`src/rtl/lcdpt_pkg.sv`:
```
package lcdpt_pkg;
  localparam int DIV_W    = 2;
  localparam int ACT_W    = 7;
  localparam int BLANK_W  = 5;
  localparam int VL_W     = 10;
  localparam int HC_W     = $clog2(((1 << ACT_W) + (1 << BLANK_W)) * 8);

  typedef struct packed {
    logic [DIV_W-1:0]   div;
    logic [ACT_W-1:0]   act;
    logic [BLANK_W-1:0] blank;
    logic [VL_W-1:0]    vlast;
  } cfg_t;
endpackage

```
`src/rtl/lcdpt_tick.sv`:
```
module lcdpt_tick
  import lcdpt_pkg::*;
(
  input  logic             clk,
  input  logic             rst,
  input  logic [DIV_W-1:0] div,
  output logic             tick
);
  logic [DIV_W-1:0] dcnt;

  assign tick = (dcnt >= div);

  always_ff @(posedge clk) begin
    if (rst)       dcnt <= '0;
    else if (tick) dcnt <= '0;
    else           dcnt <= dcnt + 1'b1;
  end
endmodule

```
`src/rtl/lcdpt_hvcount.sv`:
```
module lcdpt_hvcount
  import lcdpt_pkg::*;
#(
  parameter int MIN_BLANK = 3
) (
  input  logic            clk,
  input  logic            rst,
  input  logic            tick,
  input  cfg_t            cfg_in,
  output cfg_t            cfg,
  output logic [HC_W-1:0] line_len,
  output logic [HC_W-1:0] hc_nx,
  output logic [VL_W-1:0] ln_nx
);
  logic [HC_W-1:0] hc;
  logic [VL_W-1:0] ln;
  cfg_t            cfg_fix;
  logic            wrap_h, wrap_v;

  always_comb begin
    cfg_fix = cfg_in;
    if (cfg_in.blank < BLANK_W'(MIN_BLANK)) cfg_fix.blank = BLANK_W'(MIN_BLANK);
  end

  assign line_len = (HC_W'(cfg.act) + HC_W'(cfg.blank) + HC_W'(2)) << 3;
  assign wrap_h   = (hc == line_len - HC_W'(1));
  assign wrap_v   = wrap_h && (ln == cfg.vlast);

  always_comb begin
    hc_nx = hc;
    ln_nx = ln;
    if (tick) begin
      if (wrap_h) begin
        hc_nx = '0;
        ln_nx = wrap_v ? '0 : ln + 1'b1;
      end else begin
        hc_nx = hc + 1'b1;
      end
    end
  end

  always_ff @(posedge clk) begin
    if (rst) begin
      hc  <= '0;
      ln  <= '0;
      cfg <= cfg_fix;
    end else begin
      hc <= hc_nx;
      ln <= ln_nx;
      if (tick && wrap_v) cfg <= cfg_fix;
    end
  end
endmodule

```
`src/rtl/lcdpt_strobes.sv`:
```
module lcdpt_strobes
  import lcdpt_pkg::*;
#(
  parameter int DATA_W       = 16,
  parameter int FLINE_TS     = 9,
  parameter int FRAME_HOLD   = 9,
  parameter int SHIFT_START  = 18,
  parameter int SHIFT_PERIOD = 5,
  parameter int SHIFT_HIGH   = 3,
  parameter int SHIFT_TAIL   = 16
) (
  input  logic              clk,
  input  logic              rst,
  input  logic              tick,
  input  cfg_t              cfg,
  input  logic [HC_W-1:0]   line_len,
  input  logic [HC_W-1:0]   hc_nx,
  input  logic [VL_W-1:0]   ln_nx,
  input  logic [DATA_W-1:0] pix_data,
  input  logic              pix_rdy,
  output logic              pix_req,
  output logic              frame_o,
  output logic              line_o,
  output logic              shift_o,
  output logic              mod_o,
  output logic [DATA_W-1:0] word_o
);
  localparam int PH_W = $clog2(SHIFT_PERIOD);

  logic [PH_W-1:0] ph, ph_nx;
  logic [HC_W-1:0] disp_len, rise_lim, rise_pos;
  logic            in_win, active, at_rise, load, clear;

  assign disp_len = (HC_W'(cfg.act) + HC_W'(1)) << 3;
  assign rise_lim = disp_len + HC_W'(SHIFT_TAIL - SHIFT_HIGH);

  always_comb begin
    ph_nx = ph;
    if (tick) begin
      if (hc_nx == HC_W'(SHIFT_START))   ph_nx = '0;
      else if (hc_nx > HC_W'(SHIFT_START))
        ph_nx = (ph == PH_W'(SHIFT_PERIOD - 1)) ? '0 : ph + 1'b1;
    end
  end

  assign in_win   = (hc_nx >= HC_W'(SHIFT_START));
  assign rise_pos = hc_nx - HC_W'(ph_nx);
  assign active   = in_win && (rise_pos <= rise_lim);
  assign at_rise  = tick && in_win && (ph_nx == '0);
  assign load     = at_rise && active;
  assign clear    = at_rise && !active;
  assign pix_req  = load;

  always_ff @(posedge clk) begin
    if (rst) begin
      ph      <= '0;
      frame_o <= 1'b0;
      line_o  <= 1'b0;
      shift_o <= 1'b0;
      mod_o   <= 1'b0;
      word_o  <= '0;
    end else if (tick) begin
      ph      <= ph_nx;
      line_o  <= (hc_nx >= line_len - HC_W'(FLINE_TS));
      frame_o <= ((ln_nx == cfg.vlast) && (hc_nx >= HC_W'(FRAME_HOLD))) ||
                 ((ln_nx == '0) && (hc_nx < HC_W'(FRAME_HOLD)));
      shift_o <= active && (ph_nx < PH_W'(SHIFT_HIGH));
      if ((ln_nx == '0) && (hc_nx == disp_len - HC_W'(1))) mod_o <= ~mod_o;
      if (load)       word_o <= pix_rdy ? pix_data : '0;
      else if (clear) word_o <= '0;
    end
  end
endmodule

```
`src/rtl/lcd_panel_timing.sv`:
```
module lcd_panel_timing
  import lcdpt_pkg::*;
#(
  parameter int DATA_W = 16
) (
  input  logic                clk,
  input  logic                rst,
  input  logic [DIV_W-1:0]    pclk_div,
  input  logic [ACT_W-1:0]    act_width,
  input  logic [BLANK_W-1:0]  blank_width,
  input  logic [VL_W-1:0]     last_line,
  input  logic [DATA_W-1:0]   pix_data,
  input  logic                pix_rdy,
  output logic                pix_req,
  output logic                frame_strb,
  output logic                line_strb,
  output logic                shift_clk,
  output logic                ac_mod,
  output logic [DATA_W/2-1:0] data_hi,
  output logic [DATA_W/2-1:0] data_lo
);
  cfg_t              cfg_in, cfg;
  logic              tick;
  logic [HC_W-1:0]   line_len, hc_nx;
  logic [VL_W-1:0]   ln_nx;
  logic [DATA_W-1:0] word;

  assign cfg_in = '{div: pclk_div, act: act_width, blank: blank_width, vlast: last_line};

  lcdpt_tick u_tick (
    .clk(clk), .rst(rst), .div(cfg.div), .tick(tick)
  );

  lcdpt_hvcount u_cnt (
    .clk(clk), .rst(rst), .tick(tick), .cfg_in(cfg_in), .cfg(cfg),
    .line_len(line_len), .hc_nx(hc_nx), .ln_nx(ln_nx)
  );

  lcdpt_strobes #(.DATA_W(DATA_W)) u_strb (
    .clk(clk), .rst(rst), .tick(tick), .cfg(cfg), .line_len(line_len),
    .hc_nx(hc_nx), .ln_nx(ln_nx), .pix_data(pix_data), .pix_rdy(pix_rdy),
    .pix_req(pix_req), .frame_o(frame_strb), .line_o(line_strb),
    .shift_o(shift_clk), .mod_o(ac_mod), .word_o(word)
  );

  assign data_hi = word[DATA_W-1:DATA_W/2];
  assign data_lo = word[DATA_W/2-1:0];
endmodule

```
`config.mk`:
```
export PLATFORM = sky130hd
export DESIGN_NAME = lcd_panel_timing
export DESIGN_NICKNAME = d
export VERILOG_FILES = /design/src/rtl/lcdpt_pkg.sv /design/src/rtl/lcdpt_tick.sv /design/src/rtl/lcdpt_hvcount.sv /design/src/rtl/lcdpt_strobes.sv /design/src/rtl/lcd_panel_timing.sv
export SDC_FILE = /design/constraint.sdc
export NUM_CORES = 1
export LEC_CHECK = 0
export BUFFER_PORTS_ARGS = -buffer_cell sky130_fd_sc_hd__buf_4
export CORE_MARGIN = 2
export CORE_UTILIZATION = 54
export CTS_CLUSTER_SIZE = 16
export DETAILED_ROUTE_END_ITERATION = 10
export GPL_ROUTABILITY_DRIVEN = 0
export PLACE_DENSITY = 0.83
export SYNTH_ARGS = -nofsm -noshare
export SYNTH_HDL_FRONTEND = slang
export SYNTH_SLANG_ARGS = --single-unit
```
`constraint.sdc`:
```
create_clock -name clk -period 6.2 [get_ports clk]
set_clock_uncertainty 0.15 [all_clocks]
set_input_delay 0.62 -clock clk [delete_from_list [all_inputs] [get_ports clk]]
set_output_delay 0.62 -clock clk [all_outputs]
set_load 0.005 [all_outputs]
```
### Word level (Yosys, flattened, before mapping)

Index checks and enable logic that the tools add are counted.

* bits in registers: 70
* latch bits: 0
* RAM bits: 0
* memory bits (read-only): 0
* memories: 0

* $add $sub $neg: 12
* multiply operators: 0
* div/mod/pow operators: 0
* magnitude comparators: 9
* equal/unequal tests: 6
* shift-type cells: 0
* multiplexer cells: 15
* bitwise gates (word level): 1
* reduce and logical (&&, ||, !) cells: 20

Operator list (number)
* 16-bit two-way mux: 3
* 24-bit two-way mux: 2
* 10-bit two-way mux: 3
* 11-bit equality test: 2
* 11-bit two-way mux: 2
* 11-bit by 1-bit subtractor with 11-bit output (second input constant): 2
* 10-bit equality test: 2
* 3-bit two-way mux: 4
* 11-bit by 1-bit adder with 11-bit output (second input constant): 1
* 11-bit by 4-bit adder with 11-bit output (second input constant): 1
* 11-bit by 5-bit equality test with 1-bit output (second input constant): 1
* 11-bit >= comparator: 1
* 11-bit by 4-bit >= comparator with 1-bit output (second input constant): 1
* 11-bit by 5-bit >= comparator with 1-bit output (second input constant): 1
* 11-bit by 5-bit greater-than comparator with 1-bit output (second input constant): 1
* 11-bit less-or-equal comparator: 1
* 1-bit logical AND: 11
* 11-bit by 4-bit less-than comparator with 1-bit output (second input constant): 1
* 11-bit by 3-bit subtractor with 11-bit output: 1
* 11-bit by 4-bit subtractor with 11-bit output (second input constant): 1
* 10-bit by 1-bit adder with 10-bit output (second input constant): 1
* 10-bit zero test: 1
* 7-bit by 1-bit adder with 8-bit output (second input constant): 1
* 7-bit by 5-bit adder with 8-bit output: 1
* 15 further kinds: 17

### Depth between registers and ports, before layout

* depth after elaboration: 17
* gate-level depth with buffers: 36
* gate-level depth less buffers: 33

### Modules after synthesis

Synthesis repeated with hierarchy kept, for this count alone.

* cell total of the unflattened synthesis: 564
* area total of the unflattened synthesis: 5196.2 sq um

By module, submodules not included
* lcdpt_hvcount: instances 1, cells each 254, area an instance 2575.0 sq um
* lcdpt_strobes: instances 1, cells each 299, area an instance 2493.6 sq um
* lcdpt_tick: instances 1, cells each 11, area an instance 127.6 sq um

### Worst setup path after synthesis

OpenSTA, ideal clock, no wires.

* path kind: flip-flop to output port
* from: register, netlist name u_cnt.cfg[16]
* to: output port pix_req
* arrival time: 5.746 ns
* required time: 5.430 ns
* slack: -0.316 ns
* cell stages (with the launch flop): 31
* path through: edfxtp_1 > inv_1 > ha_1 > inv_1 > ha_1 > fa_1 > inv_1 > ha_1 > nor2b_1 > xor2_1 > xnor2_1 > nor4b_1 > nand3_1 > nor2_2 > or3_1 > clkbuf_1 > mux2_2 > ha_1 > fa_1 > inv_1 > a21oi_1 > o21ai_0 > xnor2_1 > ha_1 > nor2b_1 > o21ai_0 > a21oi_1 > nor3_1 > nor2_1 > o31ai_1 > and2_1

* word-level cells in the longest chain between the ends: 14

Ends and longest elaborated chain
* 7-bit by 5-bit adder with 8-bit output *: RTL line lcdpt_hvcount.sv:25 `assign line_len = (HC_W'(cfg.act) + HC_W'(cfg.blank) + HC_W'(2)) << 3;`
* 8-bit by 2-bit adder with 8-bit output *: RTL line lcdpt_hvcount.sv:25
* 11-bit by 1-bit subtractor with 11-bit output *: RTL line lcdpt_hvcount.sv:26 `assign wrap_h = (hc == line_len - HC_W'(1));`
* 11-bit equality test *: RTL line lcdpt_hvcount.sv:26
* 11-bit two-way mux *: RTL line lcdpt_hvcount.sv:33 `if (wrap_h) begin`
* 11-bit two-way mux *: RTL line lcdpt_hvcount.sv:32 `if (tick) begin`
* 11-bit by 5-bit greater-than comparator with 1-bit output: RTL line lcdpt_strobes.sv:41 `else if (hc_nx > HC_W'(SHIFT_START))`
* 3-bit two-way mux: RTL line lcdpt_strobes.sv:41
* 3-bit two-way mux *: RTL line lcdpt_strobes.sv:40 `if (hc_nx == HC_W'(SHIFT_START)) ph_nx = '0;`
* 3-bit two-way mux *: RTL line lcdpt_strobes.sv:39 `if (tick) begin`
* named net u_strb.ph_nx[0]: RTL line lcdpt_strobes.sv:30 `logic [PH_W-1:0] ph, ph_nx;`
* 11-bit by 3-bit subtractor with 11-bit output: RTL line lcdpt_strobes.sv:47 `assign rise_pos = hc_nx - HC_W'(ph_nx);`
* 11-bit less-or-equal comparator: RTL line lcdpt_strobes.sv:48 `assign active = in_win && (rise_pos <= rise_lim);`
* 1-bit logical AND: RTL line lcdpt_strobes.sv:48
* 1-bit logical AND *: RTL line lcdpt_strobes.sv:50 `assign load = at_rise && active;`
* end, declared: RTL line lcd_panel_timing.sv:14 `output logic pix_req,`

The timed path passes the listed nets; every way through them passes the cells marked *.

### Final worst setup path

* from: register, netlist name u_cnt.cfg[17]
* to: output port pix_req

* word-level cells in the longest chain between the ends: 14

Ends and longest elaborated chain (RTL line)
* 7-bit by 5-bit adder with 8-bit output: lcdpt_hvcount.sv:25
* 8-bit by 2-bit adder with 8-bit output: lcdpt_hvcount.sv:25
* 11-bit by 1-bit subtractor with 11-bit output: lcdpt_hvcount.sv:26
* 11-bit equality test: lcdpt_hvcount.sv:26
* 11-bit two-way mux: lcdpt_hvcount.sv:33
* 11-bit two-way mux: lcdpt_hvcount.sv:32
* 11-bit by 5-bit greater-than comparator with 1-bit output: lcdpt_strobes.sv:41
* 3-bit two-way mux: lcdpt_strobes.sv:41
* 3-bit two-way mux: lcdpt_strobes.sv:40
* 3-bit two-way mux: lcdpt_strobes.sv:39
* 11-bit by 3-bit subtractor with 11-bit output: lcdpt_strobes.sv:47
* 11-bit less-or-equal comparator: lcdpt_strobes.sv:48
* 1-bit logical AND: lcdpt_strobes.sv:48
* 1-bit logical AND *: lcdpt_strobes.sv:50

Every way passes the cells marked *; elsewhere a longest branch is shown, timed or not.

==> results by group <==
Clock tree
  – Worst skew pair latency: 0.35 ns
  – Clock Sinks: 70
  – Clock Pin Slew Worst Setup and Hold Paths: 0.08 ns
  – Clk buf depth: 2
  – CTS Hold Bufs: 0
  – Htree depth: 3
  – Root buf cell: clkbuf_8
  – Inserted Clock Buffers: 9
  – CTS tree: done

Global route
  – Vias in the first global route: 5096
  – First-pass GRT wire length: 24.2 mm
  – All-Layer GR Usage: 29.2%
  – Largest net degree at the start of global routing: 36
  – Global route overflow: 0
  – Initial antenna violation count: 0

Critical path
  – CP max FO: 5
  – CP Launch Type: flop
  – Crit path required time: 5.43 ns
  – Setup CP Type: reg2out
  – Critical Path AT: 6.07 ns
  – Cells on worst reg2reg path: 27
  – Worst Setup End Kind: output port

STA
  – Least-Margin Pin Slew: 1.05 ns
  – Period Utilization, post-route: 110%
  – Fmax: 146 MHz
  – Max-Slew Margin vs Limit: 29.7%
  – Worst Slack Setup Final: -0.644 ns
  – RSZ-0062 raised after global routing: yes
  – # setup viols final: 17
  – Final Slew Violations: 0
  – Hold Violations, Final: 0
  – Fin crit period: 6.84 ns

Floorplan
  – Chip height: 103 um
  – Die X-Extent: 103 um
  – Core area: 0.00964 mm2
  – Die area: 0.0106 mm2
  – Initial Utilization: 54.7%
  – Row cnt: 36
  – Boundary pin count: 64

Logic synthesis
  – FF+latch count, synth: 70
  – Yosys cell types: 75
  – Post-Synthesis Cells: 610
  – Post-Syn Nets: 695
  – Register area share after synthesis: 31.1%
  – Post-synth EDFFs: 24
  – Synth top area cells: dfxtp_1 (17%), edfxtp_1 (14%), ha_1 (9.5%)
  – Area leader, netlist: dfxtp_1
  – Post-synthesis cell area: 0.00528 mm2
  – Top cell type's share of synthesized area: 17.5%
  – Syn_area_per_cell: 8.65 um2
  – Synth async-reset ratio: 0%
  – Most frequent cells after synthesis: nor2_1 (57), dfxtp_1 (46), xnor2_1 (41)
  – Ys Warns: 0
  – Ys flop type: dfxtp_1
  – Most common cell in the netlist: nor2_1

Placement
  – Post-DP HPWL: 10.8 mm
  – Input/output buffers: 63
  – Setup slack at placement: -0.506 ns

Route
  – Number of vias per cell: 6.01
  – Routed vias: 5184
  – # DRC: 0
  – Final ANT Viol Nets: 0
  – Final wirelength: 15.2 mm
  – Routed len/inst: 17.6 um
  – Initial drt markers: 602
  – Number of iterations in the first detailed-routing pass: 6

Layout
  – Multi-input combinational cell area: 0.00361 mm2
  – Reg area: 0.00164 mm2
  – Post-Route Utilization: 70.0%
  – Nets@finish: 809
  – Filler cells: 682
  – Antenna fix cells: 0
  – Share of layout cells above drive strength 1: 27.8%
  – Synthesis-to-layout area growth: 27.9%

Power and ir drop
  – Worst vdd ir: 0.000244 V
  – Power per standard cell area: 216 mW/mm2
  – Static Leakage: 2.91 nW

Worst hold path
  – Hold depth: 1
  – Worst hold path class: in2reg

Run status
  – Status: finished, violations left
  – Violated checks: setup timing

Flow run
  – # Max-Cap Violations: 0
## placed cells by master, fill, tap and decap left out, drive strengths merged, types with 25 or more instances in the layout
cell type / Yosys / layout
nand2: 33 / 33
nor2: 58 / 58
xnor2: 41 / 41
buf: 7 / 137
xor2: 30 / 30
ha: 40 / 40
a21oi: 25 / 25
dfxtp: 46 / 46
inv: 27 / 28
o21ai: 30 / 30
## sequential cells by signal, summed over array words and instances, names as in the netlist
register,cells
u_cnt.cfg,24
u_cnt.hc,11
u_cnt.ln,10
u_strb.frame_o,1
u_strb.line_o,1
u_strb.mod_o,1
u_strb.ph,3
u_strb.shift_o,1
u_strb.word_o,16
u_tick.dcnt,2
## metal layers
metal,vias to the layer above,global-route usage [%],part of all wire [%]
met3,66,5.63,6.4
met2,236,50.4,49
met4,0,13.4,4.0
li1,2431,-,-
met5,-,0,0
met1,2451,35.4,40
## worst max-delay path: stages, from the launching register on
cell and delay [ns]:
edfxtp_1 0.40, ha_1 0.34, ha_1 0.33, a211oi_1 0.38
nor2_1 0.15, o221a_1 0.30, or3_4 0.38, o31a_1 0.35
o211a_1 0.27, o21ai_2 0.17, nand2_2 0.10, nor3_2 0.15
a21oi_2 0.07, ha_1 0.28, nor2b_4 0.13, o21ai_2 0.17
nand2b_4 0.10, nor3b_1 0.20, o22ai_1 0.13, ha_1 0.33
and4b_1 0.20, nand3_1 0.08, o32a_1 0.33, o31ai_4 0.08
and2_4 0.19, buf_4 0.10
## logic make-up after synthesis
group	count (synthesis)	synth area share, %
adders and majority gates	42	10.2
xor gates and xnor gates	72	12.4
and+or+nand+nor	225	22.3
DFF	70	31.1
buffers and inverters	61	4.74
AOI/OAI and AO/OA	133	17.7
muxes	7	1.47
## power by group
| part | total, mW | internal [mW] | switching, mW |
|---|---|---|---|
| combinational | 0.609 | 0.298 | 0.312 |
| clock | 0.329 | 0.154 | 0.175 |
| sequential | 0.517 | 0.498 | 0.0195 |
| total | 1.46 | 0.949 | 0.506 |
## layout make-up
type                       count  share of cell area (%)
inverter                      27                    1.50
clock inverter                 6                   0.538
timing repair buffer         137                    15.5
multi-input combinational    479                    53.6
tap                          133                    2.47
sequential                    70                    24.3
clock buffer                  10                    2.04
## what timing repair did
item	4_1_cts	5_1_grt
pin swaps	18	9
setup endpoints to repair	17	18
resized for setup	25	18
setup buffers	17	7
gates cloned	1	0
## final timing paths
path                   from           endpoint  slack [ns]
max           u_cnt.cfg[17]            pix_req       -0.64
min            act_width[3]      u_cnt.cfg[18]        0.29
max reg2reg   u_cnt.cfg[17]  u_strb.word_o[14]       -0.13
min reg2reg  u_tick.dcnt[0]     u_tick.dcnt[0]        0.33
## metrics by stage
stage,TNS (ns),power (mW),hold slack [ns],instance area [um2],cells
final,-2.42,1.46,0.288,6750,862
after global placement,-1.26,1.02,0.305,6210,823
after global routing,-6.28,1.54,0.281,6750,862
after detailed placement,-5.57,1.05,0.314,6210,823
after floorplan,0,0.857,0.298,5330,610
after CTS,-1.02,1.41,0.280,6630,857
(Power assumes the default switching activity.)
